[src/rtl/pt_walk_pkg.sv]
package pt_walk_pkg;

    // access kinds presented with a request
    localparam logic [1:0] ACC_READ  = 2'd0;
    localparam logic [1:0] ACC_WRITE = 2'd1;
    localparam logic [1:0] ACC_EXEC  = 2'd2;

    // entry flag positions
    localparam int FLAG_PRESENT = 0;
    localparam int FLAG_WRITE   = 1;
    localparam int FLAG_USER    = 2;
    localparam int FLAG_NOEXEC  = 63;

    typedef enum logic [1:0] {
        CAUSE_NONE   = 2'd0,
        CAUSE_ABSENT = 2'd1,
        CAUSE_PROT   = 2'd2,
        CAUSE_PRIV   = 2'd3
    } walk_cause_t;

    typedef enum logic [2:0] {
        ST_IDLE,
        ST_ISSUE,
        ST_WAIT,
        ST_CHECK,
        ST_DONE
    } walk_state_t;

endpackage

[src/rtl/pt_entry_addr.sv]
module pt_entry_addr #(
    parameter int LEVELS = 4,
    parameter int IDX_W  = 9,
    parameter int OFF_W  = 12,
    parameter int PA_W   = 48,
    parameter int ESZ_LG = 3
) (
    input  logic [PA_W-OFF_W-1:0]     table_frame,
    input  logic [LEVELS*IDX_W-1:0]   vpn,
    input  logic [$clog2(LEVELS)-1:0] level,
    output logic [PA_W-1:0]           entry_addr
);

    logic [IDX_W-1:0] slice [LEVELS];

    // level 0 takes the most significant slice of the page number
    generate
        for (genvar g = 0; g < LEVELS; g++) begin : g_slice
            assign slice[g] = vpn[(LEVELS-1-g)*IDX_W +: IDX_W];
        end
    endgenerate

    always_comb begin
        entry_addr = {table_frame, {OFF_W{1'b0}}}
                   | (PA_W'(slice[level]) << ESZ_LG);
    end

endmodule

[src/rtl/pt_perm_acc.sv]
module pt_perm_acc
    import pt_walk_pkg::*;
(
    input  logic        clk,
    input  logic        rst_n,
    input  logic        clear,
    input  logic        capture,
    input  logic        ent_write,
    input  logic        ent_user,
    input  logic        ent_noexec,
    input  logic [1:0]  acc,
    input  logic        user,
    output logic        perm_fault,
    output walk_cause_t perm_cause
);

    logic all_write, all_user, any_noexec;

    always_ff @(posedge clk or negedge rst_n) begin
        if (!rst_n) begin
            all_write  <= 1'b1;
            all_user   <= 1'b1;
            any_noexec <= 1'b0;
        end else if (clear) begin
            all_write  <= 1'b1;
            all_user   <= 1'b1;
            any_noexec <= 1'b0;
        end else if (capture) begin
            all_write  <= all_write & ent_write;
            all_user   <= all_user & ent_user;
            any_noexec <= any_noexec | ent_noexec;
        end
    end

    always_comb begin
        if (user && !all_user)
            perm_cause = CAUSE_PRIV;
        else if (acc == ACC_WRITE && !all_write)
            perm_cause = CAUSE_PROT;
        else if (acc == ACC_EXEC && any_noexec)
            perm_cause = CAUSE_PROT;
        else
            perm_cause = CAUSE_NONE;
        perm_fault = (perm_cause != CAUSE_NONE);
    end

    // a no-execute mark seen during a walk is never forgotten before the next clear
    assert_noexec_sticky_R10: assert property (@(posedge clk) disable iff (!rst_n)
        (any_noexec && !clear) |=> any_noexec);

    // a new walk starts with all permissions granted
    assert_clear_grants_R9: assert property (@(posedge clk) disable iff (!rst_n)
        clear |=> (all_write && all_user && !any_noexec));

endmodule

[src/rtl/pt_walker.sv]
module pt_walker
    import pt_walk_pkg::*;
#(
    parameter int VA_W    = 48,
    parameter int PA_W    = 48,
    parameter int ENTRY_W = 64,
    parameter int LEVELS  = 4,
    parameter int IDX_W   = 9,
    parameter int OFF_W   = 12
) (
    input  logic                      clk,
    input  logic                      rst_n,
    input  logic                      req_valid,
    output logic                      req_ready,
    input  logic [VA_W-1:0]           req_va,
    input  logic [1:0]                req_acc,
    input  logic                      req_user,
    input  logic [PA_W-1:0]           root_base,
    output logic                      mem_req_valid,
    output logic [PA_W-1:0]           mem_req_addr,
    input  logic                      mem_rsp_valid,
    input  logic [ENTRY_W-1:0]        mem_rsp_data,
    output logic                      done,
    output logic [PA_W-1:0]           done_pa,
    output logic                      done_fault,
    output logic [1:0]                done_cause,
    output logic [$clog2(LEVELS)-1:0] done_level
);

    localparam int LVL_W   = $clog2(LEVELS);
    localparam int FRAME_W = PA_W - OFF_W;
    localparam int VPN_W   = LEVELS * IDX_W;
    localparam int ESZ_LG  = $clog2(ENTRY_W / 8);
    localparam logic [LVL_W-1:0] LAST = LVL_W'(LEVELS - 1);

    walk_state_t        state, state_nx;
    logic [VA_W-1:0]    va_q;
    logic [1:0]         acc_q;
    logic               user_q;
    logic [FRAME_W-1:0] frame_q;
    logic [LVL_W-1:0]   level_q;
    logic [PA_W-1:0]    pa_q;
    logic               fault_q;
    walk_cause_t        cause_q;
    logic [LVL_W-1:0]   flevel_q;
    logic               outstanding;

    logic               accept, rsp_take, present, at_last;
    logic               perm_fault;
    walk_cause_t        perm_cause;
    logic [PA_W-1:0]    entry_addr;
    logic               unused_bits;

    assign accept   = (state == ST_IDLE) && req_valid;
    assign rsp_take = (state == ST_WAIT) && mem_rsp_valid;
    assign present  = mem_rsp_data[FLAG_PRESENT];
    assign at_last  = (level_q == LAST);

    assign unused_bits = ^{mem_rsp_data[ENTRY_W-2:PA_W], mem_rsp_data[OFF_W-1:FLAG_USER+1],
                           root_base[OFF_W-1:0]};

    pt_entry_addr #(
        .LEVELS (LEVELS),
        .IDX_W  (IDX_W),
        .OFF_W  (OFF_W),
        .PA_W   (PA_W),
        .ESZ_LG (ESZ_LG)
    ) i_entry_addr (
        .table_frame (frame_q),
        .vpn         (va_q[OFF_W +: VPN_W]),
        .level       (level_q),
        .entry_addr  (entry_addr)
    );

    pt_perm_acc i_perm_acc (
        .clk        (clk),
        .rst_n      (rst_n),
        .clear      (accept),
        .capture    (rsp_take && present),
        .ent_write  (mem_rsp_data[FLAG_WRITE]),
        .ent_user   (mem_rsp_data[FLAG_USER]),
        .ent_noexec (mem_rsp_data[FLAG_NOEXEC]),
        .acc        (acc_q),
        .user       (user_q),
        .perm_fault (perm_fault),
        .perm_cause (perm_cause)
    );

    // state register
    always_ff @(posedge clk or negedge rst_n) begin
        if (!rst_n) state <= ST_IDLE;
        else        state <= state_nx;
    end

    // transitions
    always_comb begin
        state_nx = state;
        unique case (state)
            ST_IDLE:  if (req_valid) state_nx = ST_ISSUE;          // accept
            ST_ISSUE: state_nx = ST_WAIT;                          // send
            ST_WAIT: begin
                if (mem_rsp_valid) begin
                    if (!present)     state_nx = ST_DONE;          // absent
                    else if (at_last) state_nx = ST_CHECK;         // last
                    else              state_nx = ST_ISSUE;         // descend
                end
            end
            ST_CHECK: state_nx = ST_DONE;                          // judge
            ST_DONE:  state_nx = ST_IDLE;                          // release
            default:  state_nx = ST_IDLE;
        endcase
    end

    // walk context and result registers
    always_ff @(posedge clk or negedge rst_n) begin
        if (!rst_n) begin
            va_q     <= '0;
            acc_q    <= ACC_READ;
            user_q   <= 1'b0;
            frame_q  <= '0;
            level_q  <= '0;
            pa_q     <= '0;
            fault_q  <= 1'b0;
            cause_q  <= CAUSE_NONE;
            flevel_q <= '0;
        end else begin
            if (accept) begin
                va_q    <= req_va;
                acc_q   <= req_acc;
                user_q  <= req_user;
                frame_q <= root_base[PA_W-1:OFF_W];
                level_q <= '0;
            end
            if (rsp_take) begin
                if (present) begin
                    frame_q <= mem_rsp_data[PA_W-1:OFF_W];
                    if (!at_last) level_q <= level_q + 1'b1;
                end else begin
                    fault_q  <= 1'b1;
                    cause_q  <= CAUSE_ABSENT;
                    flevel_q <= level_q;
                    pa_q     <= '0;
                end
            end
            if (state == ST_CHECK) begin
                flevel_q <= LAST;
                fault_q  <= perm_fault;
                cause_q  <= perm_cause;
                pa_q     <= perm_fault ? '0 : {frame_q, va_q[OFF_W-1:0]};
            end
        end
    end

    // read tracker used by the one-outstanding check
    always_ff @(posedge clk or negedge rst_n) begin
        if (!rst_n)             outstanding <= 1'b0;
        else if (mem_req_valid) outstanding <= 1'b1;
        else if (mem_rsp_valid) outstanding <= 1'b0;
    end

    // outputs
    always_comb begin
        req_ready     = (state == ST_IDLE);
        mem_req_valid = (state == ST_ISSUE);
        mem_req_addr  = entry_addr;
        done          = (state == ST_DONE);
        done_pa       = pa_q;
        done_fault    = fault_q;
        done_cause    = cause_q;
        done_level    = flevel_q;
    end

    assert_busy_not_ready_R2: assert property (@(posedge clk) disable iff (!rst_n)
        (req_valid && req_ready) |=> !req_ready);

    assert_done_pulse_R2: assert property (@(posedge clk) disable iff (!rst_n)
        done |=> !done);

    assert_single_read_R5: assert property (@(posedge clk) disable iff (!rst_n)
        mem_req_valid |-> !outstanding);

    assert_absent_stops_R6: assert property (@(posedge clk) disable iff (!rst_n)
        (rsp_take && !present) |=> (done && done_fault && done_cause == CAUSE_ABSENT));

    assert_offset_kept_R7: assert property (@(posedge clk) disable iff (!rst_n)
        (done && !done_fault) |-> (done_pa[OFF_W-1:0] == va_q[OFF_W-1:0]));

    assert_perm_level_R8: assert property (@(posedge clk) disable iff (!rst_n)
        (done && (done_cause == CAUSE_PRIV || done_cause == CAUSE_PROT)) |-> (done_level == LAST));

    assert_fault_pa_zero_R11: assert property (@(posedge clk) disable iff (!rst_n)
        (done && done_fault) |-> (done_pa == '0));

endmodule

[config.mk]
export PLATFORM = sky130hd
export DESIGN_NAME = pt_walker
export DESIGN_NICKNAME = d
export VERILOG_FILES = /design/src/rtl/pt_walk_pkg.sv /design/src/rtl/pt_entry_addr.sv /design/src/rtl/pt_perm_acc.sv /design/src/rtl/pt_walker.sv
export SDC_FILE = /design/constraint.sdc
export NUM_CORES = 1
export LEC_CHECK = 0
export BUFFER_PORTS_ARGS = -buffer_cell sky130_fd_sc_hd__buf_2
export CAP_MARGIN = 25
export CORE_AREA = 2 2 142 144
export DETAILED_ROUTE_END_ITERATION = 7
export DIE_AREA = 0 0 144 146
export GPL_ROUTABILITY_DRIVEN = 0
export PLACE_DENSITY_LB_ADDON = 0.15
export SLEW_MARGIN = 40
export SYNTH_ARGS = -nofsm -noshare
export SYNTH_HDL_FRONTEND = slang
export SYNTH_HIERARCHICAL = 1
export SYNTH_SLANG_ARGS = --single-unit
[constraint.sdc]
create_clock -name clk -period 2.2 [get_ports clk]
set_input_delay 0.66 -clock clk [delete_from_list [all_inputs] [get_ports clk]]
set_output_delay 0.66 -clock clk [all_outputs]
set_load 0.02 [all_outputs]
==> impl_metrics.yaml, run 1 <==
routing:
  detail_route.wirelength_mm: 15.5
  ant_nets: 0
  initialDrtViolationCount: 116
  vias_per_cell: 4.65
  drt-pass1-iter-count: 4
  wl_per_cell_um: 16.8
  drcViolationCount: 0
  vias: 4284
floorplan:
  initial_utilization: 0.347
  ioPinCount: 271
  die_area_sq_mm: 0.0210
  fp.dieW_um: 144
  core_area_sq_mm: 0.0193
  fp.dieH_um: 146
  rows: 51
grt:
  grt_pass1_vias: 4703
  antenna_found_initial: 0
  grt_remaining_overflow: 0
  grt_pass1_wl_mm: 24.8
  grt-busiest-layer: "met2"
  gr-usage-met3: 0.0553
  grt_util_met1: 0.180
  groute.usage.overall: 0.153
  grtUsageMet2: 0.260
  grt_max_degree: 47
power:
  combPwrFrac: 0.411
  peakVddDrop_uv: 765
  pwr-share-seq: 0.365
  p_int_uw: 8390
  swShare: 0.352
  power_uw: 12900
  p_clk_frac: 0.224
  p_sw_uw: 4550
  power_density_mw_per_mm2: 1520
  p_leak_uw: 0.00419
critical_path:
  startpoint_type: "flip-flop"
  crit_chain: "buf_12 > mux4_2 > buf_2"
  critPathTopFamily: "multiplexers"
  worst-setup-path-type: "reg -> out"
  cp-end-kind: "output port"
  cp_max_fo: 13
  slowest_delay_ns: 0.50
  critPathBufInv: 2
  timing.rr.start: "state[1]"
  critPathSlowestCell: "mux4_2"
  critPathRequiredTime_ns: 1.54
  r2r_slack_ns: 0.27
  critPathArrivalTime_ns: 1.63
  reg2reg_to: "frame_q[16]"
  r2r_cells: 4
layout:
  fin_nets: 811
  regArea_sq_mm: 0.00371
  drive_gt1_frac: 0.616
  num_antenna_cells: 0
  fill_cells: 1837
  multi_input_area_sq_mm: 0.00244
  area_growth_syn_to_layout_pct: 26.5
run_status:
  status: "finished, violations left"
  violations: "negative setup slack"
yosys:
  synth_most_common_cell: "dfrtp_1"
  syn_area_per_cell_sq_um: 15.1
  yosys_register_bits: 148
  synth_top_cell_area_share: 0.545
  synthTopCellsByCount: "dfrtp_1 (146), mux2_2 (81), a22o_1 (49)"
  synth_ff_type: "dfrtp_1"
  async_flop_share: 1.00
  synth_cell_types: 35
  synth_area_leaders: "dfrtp_1 (54%), mux2_2 (14%), a22o_1 (6.4%)"
  ys_seq_area_frac: 0.553
  syn-cell-area_sq_mm: 0.00671
  synth_enable_flop_cells: 0
  yosysWarnings: 6
  yosysTopAreaCell: "dfrtp_1"
  postSynthCellCount: 444
timing:
  fin_crit_sh: 1.04
  rsz0062_at_grt: "yes"
  period_minus_slack_ns: 2.29
  skew_ns: 0.00813
  fmax_mhz: 437
  timing.final.max_slew_violations: 0
  worst_slack_ns: -0.0859
  hold_ws_ns: 0.165
  setup_viol: 9
  hold_violations: 0
place:
  portBuffers: 231
  place_hpwl_mm: 11.1
clock_network:
  cts.clk_slew.worst_paths_ns: 0.06
  cts.sinks: 148
  clock_latency_ns: 0.42
  clock_path_buffers: 2
  cts_tree: "built"
  post-cts-setup-buffer-count: 0
  htree_levels: 4
  ctsRootBufferMaster: "clkbuf_16"
  cts_buffers: 17
run:
  drv_cap: 0
min_path:
  hp-class: "in -> async"
[power by group through the flow]
stage	Combinational, uW	Clock [uW]	Sequential (uW)
CTS	5360	3000	4740
global placement	5240	0	4710
global route	5730	3130	4910
floorplan	3970	0	4990
finish	5320	2900	4720
detailed placement	5350	0	4780
[flip-flops by register name (all words and copies together), names as in the netlist]
| signal | count |
|---|---|
| acc_q | 2 |
| done_cause | 2 |
| done_fault | 1 |
| done_level | 2 |
| done_pa | 48 |
| frame_q | 36 |
| i_perm_acc/all_user | 1 |
| i_perm_acc/all_write | 1 |
| i_perm_acc/any_noexec | 1 |
| level_q | 2 |
| state | 3 |
| user_q | 1 |
| va_q | 48 |
[kinds of logic after synthesis]
logic type               count (synthesis)  share of synthesized area
adder cells (fa/ha/maj)                  1                    0.00187
multiplexers                           135                      0.257
AO/OA/AOI/OAI                           60                     0.0752
buffers and inverters                   73                     0.0884
AND/OR/NAND/NOR                         26                     0.0244
flip-flops                             148                      0.553
other                                    1                   0.000559
[worst max-delay path by stage]
stage	startpoint	endpoint	slack [ns]	cells after the start
after CTS	level_q[0]	mem_req_addr[10]	-0.14	3
after global routing	level_q[0]	mem_req_addr[9]	-0.16	3
after detailed placement	req_valid	frame_q[29]	0.1	5
final	level_q[0]	mem_req_addr[11]	-0.09	3
after floorplan	req_valid	frame_q[10]	0.33	5
after global placement	req_valid	frame_q[2]	0.13	5
[final cells by class]
type / count / share of cell area
flip-flops and latches: 148 / 0.437
clock inverters: 13 / 0.0175
well taps: 265 / 0.0391
clock buffers: 19 / 0.0522
multi-input cells: 225 / 0.288
repair buffers: 246 / 0.164
inverters: 5 / 0.00221
[repair_timing]
item	4_1_cts	5_1_grt
hold buffers	0	0
endpoints found under the setup margin	9	9
cloned	0	0
resized for setup	1	6
[cells in the final DEF (no fill, tap or decap), types with 3 or more instances in the layout]
master / instances
clkinv_4: 3
nor2b_1: 4
mux2_1: 15
conb_1: 3
clkbuf_16: 17
nor3_1: 4
nor2_1: 3
inv_6: 4
mux2_2: 81
clkinvlp_4: 3
mux4_2: 9
nand2b_1: 6
mux2_4: 28
a21oi_1: 5
inv_1: 5
dfrtp_1: 145
a22o_1: 49
buf_2: 227
buf_12: 8
buf_6: 4
buf_4: 7
[metal layers]
| metal | routed length [um] | part of all wire |
|---|---|---|
| met5 | 0 | 0 |
| met4 | 143 | 0.0093 |
| met3 | 1040 | 0.067 |
| met2 | 7860 | 0.51 |
| met1 | 6410 | 0.41 |
[through the flow]
| stage | setup slack, ns | std cells | utilization | TNS, ns | cell area (sq um) |
|---|---|---|---|---|---|
| after floorplan | 0.334 | 446 | - | 0 | 6720 |
| after global placement | 0.125 | 889 | 0.407 | 0 | 7880 |
| after detailed placement | 0.0970 | 889 | 0.407 | 0 | 7880 |
| after CTS | -0.136 | 921 | 0.438 | -1.06 | 8470 |
| after global routing | -0.158 | 921 | 0.439 | -1.33 | 8490 |
| final | -0.0859 | 921 | 0.439 | -0.703 | 8490 |
Power figures use the tool's default switching activity.
==> inputs of run 2 (changes only) <==
--- a/config.mk
+++ b/config.mk
@@ -7,9 +7,9 @@
 export LEC_CHECK = 0
 export BUFFER_PORTS_ARGS = -buffer_cell sky130_fd_sc_hd__buf_2
 export CAP_MARGIN = 25
-export CORE_AREA = 2 2 142 144
+export CORE_AREA = 2 2 127 129
 export DETAILED_ROUTE_END_ITERATION = 7
-export DIE_AREA = 0 0 144 146
+export DIE_AREA = 0 0 129 131
 export GPL_ROUTABILITY_DRIVEN = 0
 export PLACE_DENSITY_LB_ADDON = 0.15
 export SLEW_MARGIN = 40
==> constraint.sdc (replaced) <==
create_clock -name clk -period 2.1 [get_ports clk]
set_input_delay 0.63 -clock clk [delete_from_list [all_inputs] [get_ports clk]]
set_output_delay 0.63 -clock clk [all_outputs]
set_load 0.02 [all_outputs]
==> run 2 against run 1 <==
Against the previous run: the flow still finishes with violations (negative setup slack); critical path type unchanged; sequential power increased by 4.4%; cell area increased by 0.44%; critical endpoint is now mem_req_addr[3]; clock power about the same; clock skew is essentially flat; non-clock buffer count is 8 higher; count of clock-buffer cells in the layout rose by 1; largest cell class unchanged; first-iteration DRC count up 6.0%; sequential share of layout area down 0.16 points.
==> impl_metrics.yaml, run 2 (synthesis results as in run 1) <==
critical_path:
  critPathTopFamily: "multiplexers"
  crit_chain: "buf_12 > mux4_2 > buf_6"
  startpoint_type: "flip-flop"
  cp.depth: 3
  worst-setup-path-type: "reg -> out"
  r2r_cells: 5
  cp-end-kind: "output port"
  slowest_delay_ns: 0.52
  critPathBufInv: 2
  cp_max_fo: 6
  critPathSlowestCell: "mux4_2"
  critPathArrivalTime_ns: 1.66
  critPathRequiredTime_ns: 1.47
routing:
  vias_per_cell: 4.92
  wl_per_cell_um: 17.1
  drcViolationCount: 0
  ant_nets: 0
  vias: 4317
  initialDrtViolationCount: 123
  detail_route.wirelength_mm: 15.0
  drt-pass1-iter-count: 4
place:
  place_hpwl_mm: 10.7
  portBuffers: 231
  dpl_worst_slack_ns: -0.0251
floorplan:
  fp.dieW_um: 129
  ioPinCount: 271
  die_area_sq_mm: 0.0169
  rows: 46
  fp.dieH_um: 131
  core_area_sq_mm: 0.0156
  initial_utilization: 0.430
layout:
  num_antenna_cells: 0
  final_cell_mix: "buf_2 (218), dfrtp_1 (143), mux2_2 (81)"
  drive_gt1_frac: 0.627
  fin_nets: 819
  final_common_cell: "buf_2"
  area_growth_syn_to_layout_pct: 27.1
clock_network:
  ctsRootBufferMaster: "clkbuf_16"
  cts.sinks: 148
  clock_latency_ns: 0.41
  cts_buffers: 17
  cts.clk_slew.worst_paths_ns: 0.06
  postCtsHoldBufs: 0
  htree_levels: 4
  clock_path_buffers: 2
  cts_tree: "built"
timing:
  skew_ns: 0.00787
  period_minus_slack_ns: 2.29
  fin_crit_sh: 1.09
  setup_tns_ns: -1.57
  worst_slack_ns: -0.191
  setup_viol: 9
  hold_violations: 0
  rsz0062_at_grt: "yes"
  timing.final.max_slew_violations: 0
  fmax_mhz: 437
grt:
  grt_pass1_wl_mm: 23.0
  groute.usage.overall: 0.177
  grt_remaining_overflow: 0
  grt_max_degree: 47
  grt_pass1_vias: 4498
  antenna_found_initial: 0
run_status:
  status: "finished, violations left"
  violations: "negative setup slack"
power:
  peakVddDrop_uv: 739
  p_leak_uw: 0.00424
  power_density_mw_per_mm2: 1600
min_path:
  hp-class: "in -> async"
run:
  drv_cap: 0
run 2: cell types whose count changed in the layout (fill, tap and decap cells not counted), sizes merged:
cell      previous run  this run
clkbuf              19        21
inv                  9         5
clkinv               4         6
clkinvlp             3         2
buf                246       253
run 2: cell type report:
| type | count | area (sq um) |
|---|---|---|
| clock buffer | 20 | 457 |
| multi-input combinational | 225 | 2460 |
| fill | 1335 | 7070 |
| timing repair buffer | 254 | 1500 |
| inverter | 5 | 18.8 |
| clock inverter | 10 | 109 |
| sequential | 148 | 3710 |
| tap | 216 | 270 |
run 2: timing repair:
item                                    in CTS  in global routing
cloned                                       0                  1
buffers inserted                             1                  2
endpoints found under the setup margin      10                 12
gates resized for setup                      2                 25
run 2: worst paths after layout:
check | from | to | slack, ns
setup / recovery | level_q[0] | mem_req_addr[3] | -0.19
hold / removal | rst_n | va_q[0] | 0.13
setup reg to reg | state[1] | va_q[14] | 0.17
hold reg to reg | va_q[7] | done_pa[7] | 0.49
max in group asynchronous | rst_n | i_perm_acc/all_write | 1.35
min in group clk | req_va[31] | va_q[31] | 0.45
run 2: where the power goes:
part	total (uW)	internal, uW	switching, uW
clock network	2920	1790	1130
registers	4930	4160	772
logic	5810	3030	2790
total	13700	8970	4690
run 2: per-stage QoR:
step / instance area [sq um] / utilization / total power [uW] / instances / hold WS (ns)
finish: 8520 / 0.547 / 13700 / 878 / 0.134
global route: 8520 / 0.547 / 14500 / 878 / 0.154
CTS: 8410 / 0.539 / 13600 / 875 / 0.134
detailed placement: 7830 / 0.502 / 10600 / 844 / 0.485
global placement: 7830 / 0.502 / 10400 / 844 / 0.473
floorplan: 6720 / - / 9380 / 446 / 0.334
run 2: worst register-to-register path, delay by kind of cell (launching register included):
kind / cells / cell delay [ns]
muxes: 1 / 0.42
and+or+nand+nor: 1 / 0.29
buffers and inverters: 3 / 0.73
DFF: 1 / 0.38
run 2: metal layers:
metal	global-route usage	routed length, um
met5	0	0
met4	0.0735	296
met3	0.0562	1040
met2	0.295	7350
met1	0.214	6330
==> inputs of run 3 (changes only) <==
--- a/config.mk
+++ b/config.mk
@@ -5,11 +5,13 @@
 export SDC_FILE = /design/constraint.sdc
 export NUM_CORES = 1
 export LEC_CHECK = 0
+export ABC_AREA = 1
+export ABC_CLOCK_PERIOD_IN_PS = 2100
 export BUFFER_PORTS_ARGS = -buffer_cell sky130_fd_sc_hd__buf_2
 export CAP_MARGIN = 25
-export CORE_AREA = 2 2 127 129
+export CORE_AREA = 2 2 130 132
 export DETAILED_ROUTE_END_ITERATION = 7
-export DIE_AREA = 0 0 129 131
+export DIE_AREA = 0 0 132 134
 export GPL_ROUTABILITY_DRIVEN = 0
 export PLACE_DENSITY_LB_ADDON = 0.15
 export SLEW_MARGIN = 40
==> run 3 against run 2 <==
Against the previous run: the flow now finishes without violations; sequential share of layout area fell by 3.6 points; count of clock-buffer cells in the layout up 2; synthesized cell count is 110% higher; sequential cell count unchanged; clock skew decreased by 0.00061 ns; worst setup slack improved by 0.20 ns; largest cell class unchanged; cell area increased by 9.0%; area after synthesis rose by 7.8%.
==> impl_metrics.yaml, run 3 <==
grt:
  grt_remaining_overflow: 0
  groute.usage.overall: 0.222
  grt_pass1_vias: 6242
  grt_pass1_wl_mm: 31.1
  grt_max_degree: 66
  antenna_found_initial: 2
yosys:
  synthTopCellsByCount: "nand2_1 (347), dfrtp_1 (146), inv_1 (141)"
  yosysTopAreaCell: "dfrtp_1"
  synth_enable_flop_cells: 0
  synth_top_cell_area_share: 0.505
  async_flop_share: 1.00
  ys_seq_area_frac: 0.513
  synth_most_common_cell: "nand2_1"
  synth_area_leaders: "dfrtp_1 (51%), nand2_1 (18%), inv_1 (7.3%)"
  yosys_register_bits: 148
  yosysWarnings: 6
  synth_cell_types: 28
  syn_area_per_cell_sq_um: 7.83
  syn-cell-area_sq_mm: 0.00723
  synth_ff_type: "dfrtp_1"
  postSynthCellCount: 923
floorplan:
  die_area_sq_mm: 0.0177
  fp.dieW_um: 132
  core_area_sq_mm: 0.0163
  initial_utilization: 0.444
  ioPinCount: 271
  fp.dieH_um: 134
  rows: 47
clock_network:
  clock_latency_ns: 0.42
  postCtsHoldBufs: 0
  ctsRootBufferMaster: "clkbuf_16"
  cts_buffers: 17
  cts.sinks: 148
  clock_path_buffers: 2
  cts.clk_slew.worst_paths_ns: 0.06
  htree_levels: 4
  cts_tree: "built"
critical_path:
  critPathArrivalTime_ns: 1.47
  worst-setup-path-type: "reg -> out"
  critPathTopFamily: "flip-flops"
  cp_max_fo: 7
  crit_end: "mem_req_addr[11]"
  r2r_cells: 7
  cp.depth: 5
  critPathBufInv: 2
  cp-end-kind: "output port"
  crit_start: "level_q[0]"
  crit_chain: "buf_8 > nand2_1 > nand3_1 > nand2_2 > buf_6"
  critPathRequiredTime_ns: 1.47
  reg2reg_to: "va_q[39]"
  r2r_slack_ns: 0.42
  timing.rr.start: "state[0]"
  slowest_delay_ns: 0.53
  critPathSlowestCell: "dfrtp_2"
  startpoint_type: "flip-flop"
place:
  place_hpwl_mm: 12.8
  portBuffers: 231
timing:
  max_slew.worst_pin.slew_ns: 0.620
  slew_headroom: 0.587
  timing.final.max_slew_violations: 0
  hold_violations: 0
  fmax_mhz: 477
  fin_crit_sh: 0.998
  rsz0062_at_grt: "yes"
  setup_viol: 0
  period_minus_slack_ns: 2.10
  setup_tns_ns: 0
  skew_ns: 0.00726
routing:
  initialDrtViolationCount: 242
  drcViolationCount: 0
  wl_per_cell_um: 14.0
  vias_per_cell: 4.65
  ant_nets: 0
  vias: 6297
  detail_route.wirelength_mm: 19.0
  drt-pass1-iter-count: 5
power:
  p_leak_uw: 0.00531
  peakVddDrop_uv: 919
  power_density_mw_per_mm2: 1610
layout:
  utilization: 0.570
  final_common_cell: "nand2_1"
  area_growth_syn_to_layout_pct: 28.5
  fin_nets: 1287
  drive_gt1_frac: 0.324
  final_cell_mix: "nand2_1 (325), buf_2 (221), dfrtp_1 (144)"
run:
  drv_cap: 0
min_path:
  hp-class: "in -> async"
run_status:
  status: "completed"
-- run 3: routing by layer --
metal / part of all wire / GRT usage / routed length (um)
met5: 0 / 0 / 0
met4: 0.021 / 0.0767 / 405
met3: 0.061 / 0.0601 / 1160
met2: 0.49 / 0.374 / 9250
met1: 0.43 / 0.277 / 8140
-- run 3: cell type report --
type / instances / area, sq um
Fill cell: 1575 / 7000
Multi-Input combinational cell: 542 / 2560
Antenna cell: 2 / 5.00
Clock inverter: 9 / 128
Timing Repair Buffer: 261 / 1560
Tap cell: 220 / 275
Timing Repair inverter: 1 / 8.76
Sequential cell: 148 / 3710
Clock buffer: 22 / 474
Inverter: 148 / 566
-- run 3: kinds of logic after synthesis --
kind of cell,Yosys count,synth area share
AO/OA/AOI/OAI,66,0.0509
AND/OR/NAND/NOR,472,0.279
other,1,0.000519
flip-flops,148,0.513
buffers and inverters,235,0.155
adder cells (fa/ha/maj),1,0.00173
-- run 3: where the power goes --
| group | leakage, uW | switching, uW | total [uW] | internal (uW) |
|---|---|---|---|---|
| registers | 0.00180 | 733 | 4940 | 4210 |
| clock network | 0.000288 | 1160 | 3110 | 1950 |
| logic | 0.00323 | 4470 | 6940 | 2470 |
| total | 0.00531 | 6360 | 15000 | 8630 |
-- run 3: metrics by stage --
step / total power, uW / setup slack [ns] / std cells / area (sq um) / hold slack (ns)
after global routing: 16100 / -0.0562 / 1352 / 9290 / 0.167
after detailed placement: 11400 / 0.315 / 1314 / 8400 / 0.459
after CTS: 15000 / -0.0113 / 1348 / 9170 / 0.157
after global placement: 11300 / 0.327 / 1314 / 8400 / 0.459
after floorplan: 9730 / 0.351 / 925 / 7240 / 0.334
final: 15000 / 0.00485 / 1353 / 9290 / 0.142
-- run 3: worst reg2reg max path, stage by stage (launching register included) --
cell,delay (ns)
dfrtp_1,0.47
nor2_4,0.14
buf_4,0.30
nand3_4,0.13
inv_2,0.09
buf_12,0.25
nand2_1,0.15
nand2_1,0.08
-- run 3: worst min path at each step --
stage	endpoint	slack, ns
finish	done_pa[5]	0.14
global route	done_pa[5]	0.17
CTS	done_pa[5]	0.16
detailed placement	done_cause[1]	0.46
global placement	done_fault	0.46
floorplan	acc_q[0]	0.33
-- run 3: what timing repair did --
| item | CTS | global route |
|---|---|---|
| pin swaps | 19 | 17 |
| cloned | 2 | 0 |
| setup endpoints to repair | 9 | 9 |
| resized for setup | 41 | 24 |
| setup buffers | 1 | 3 |
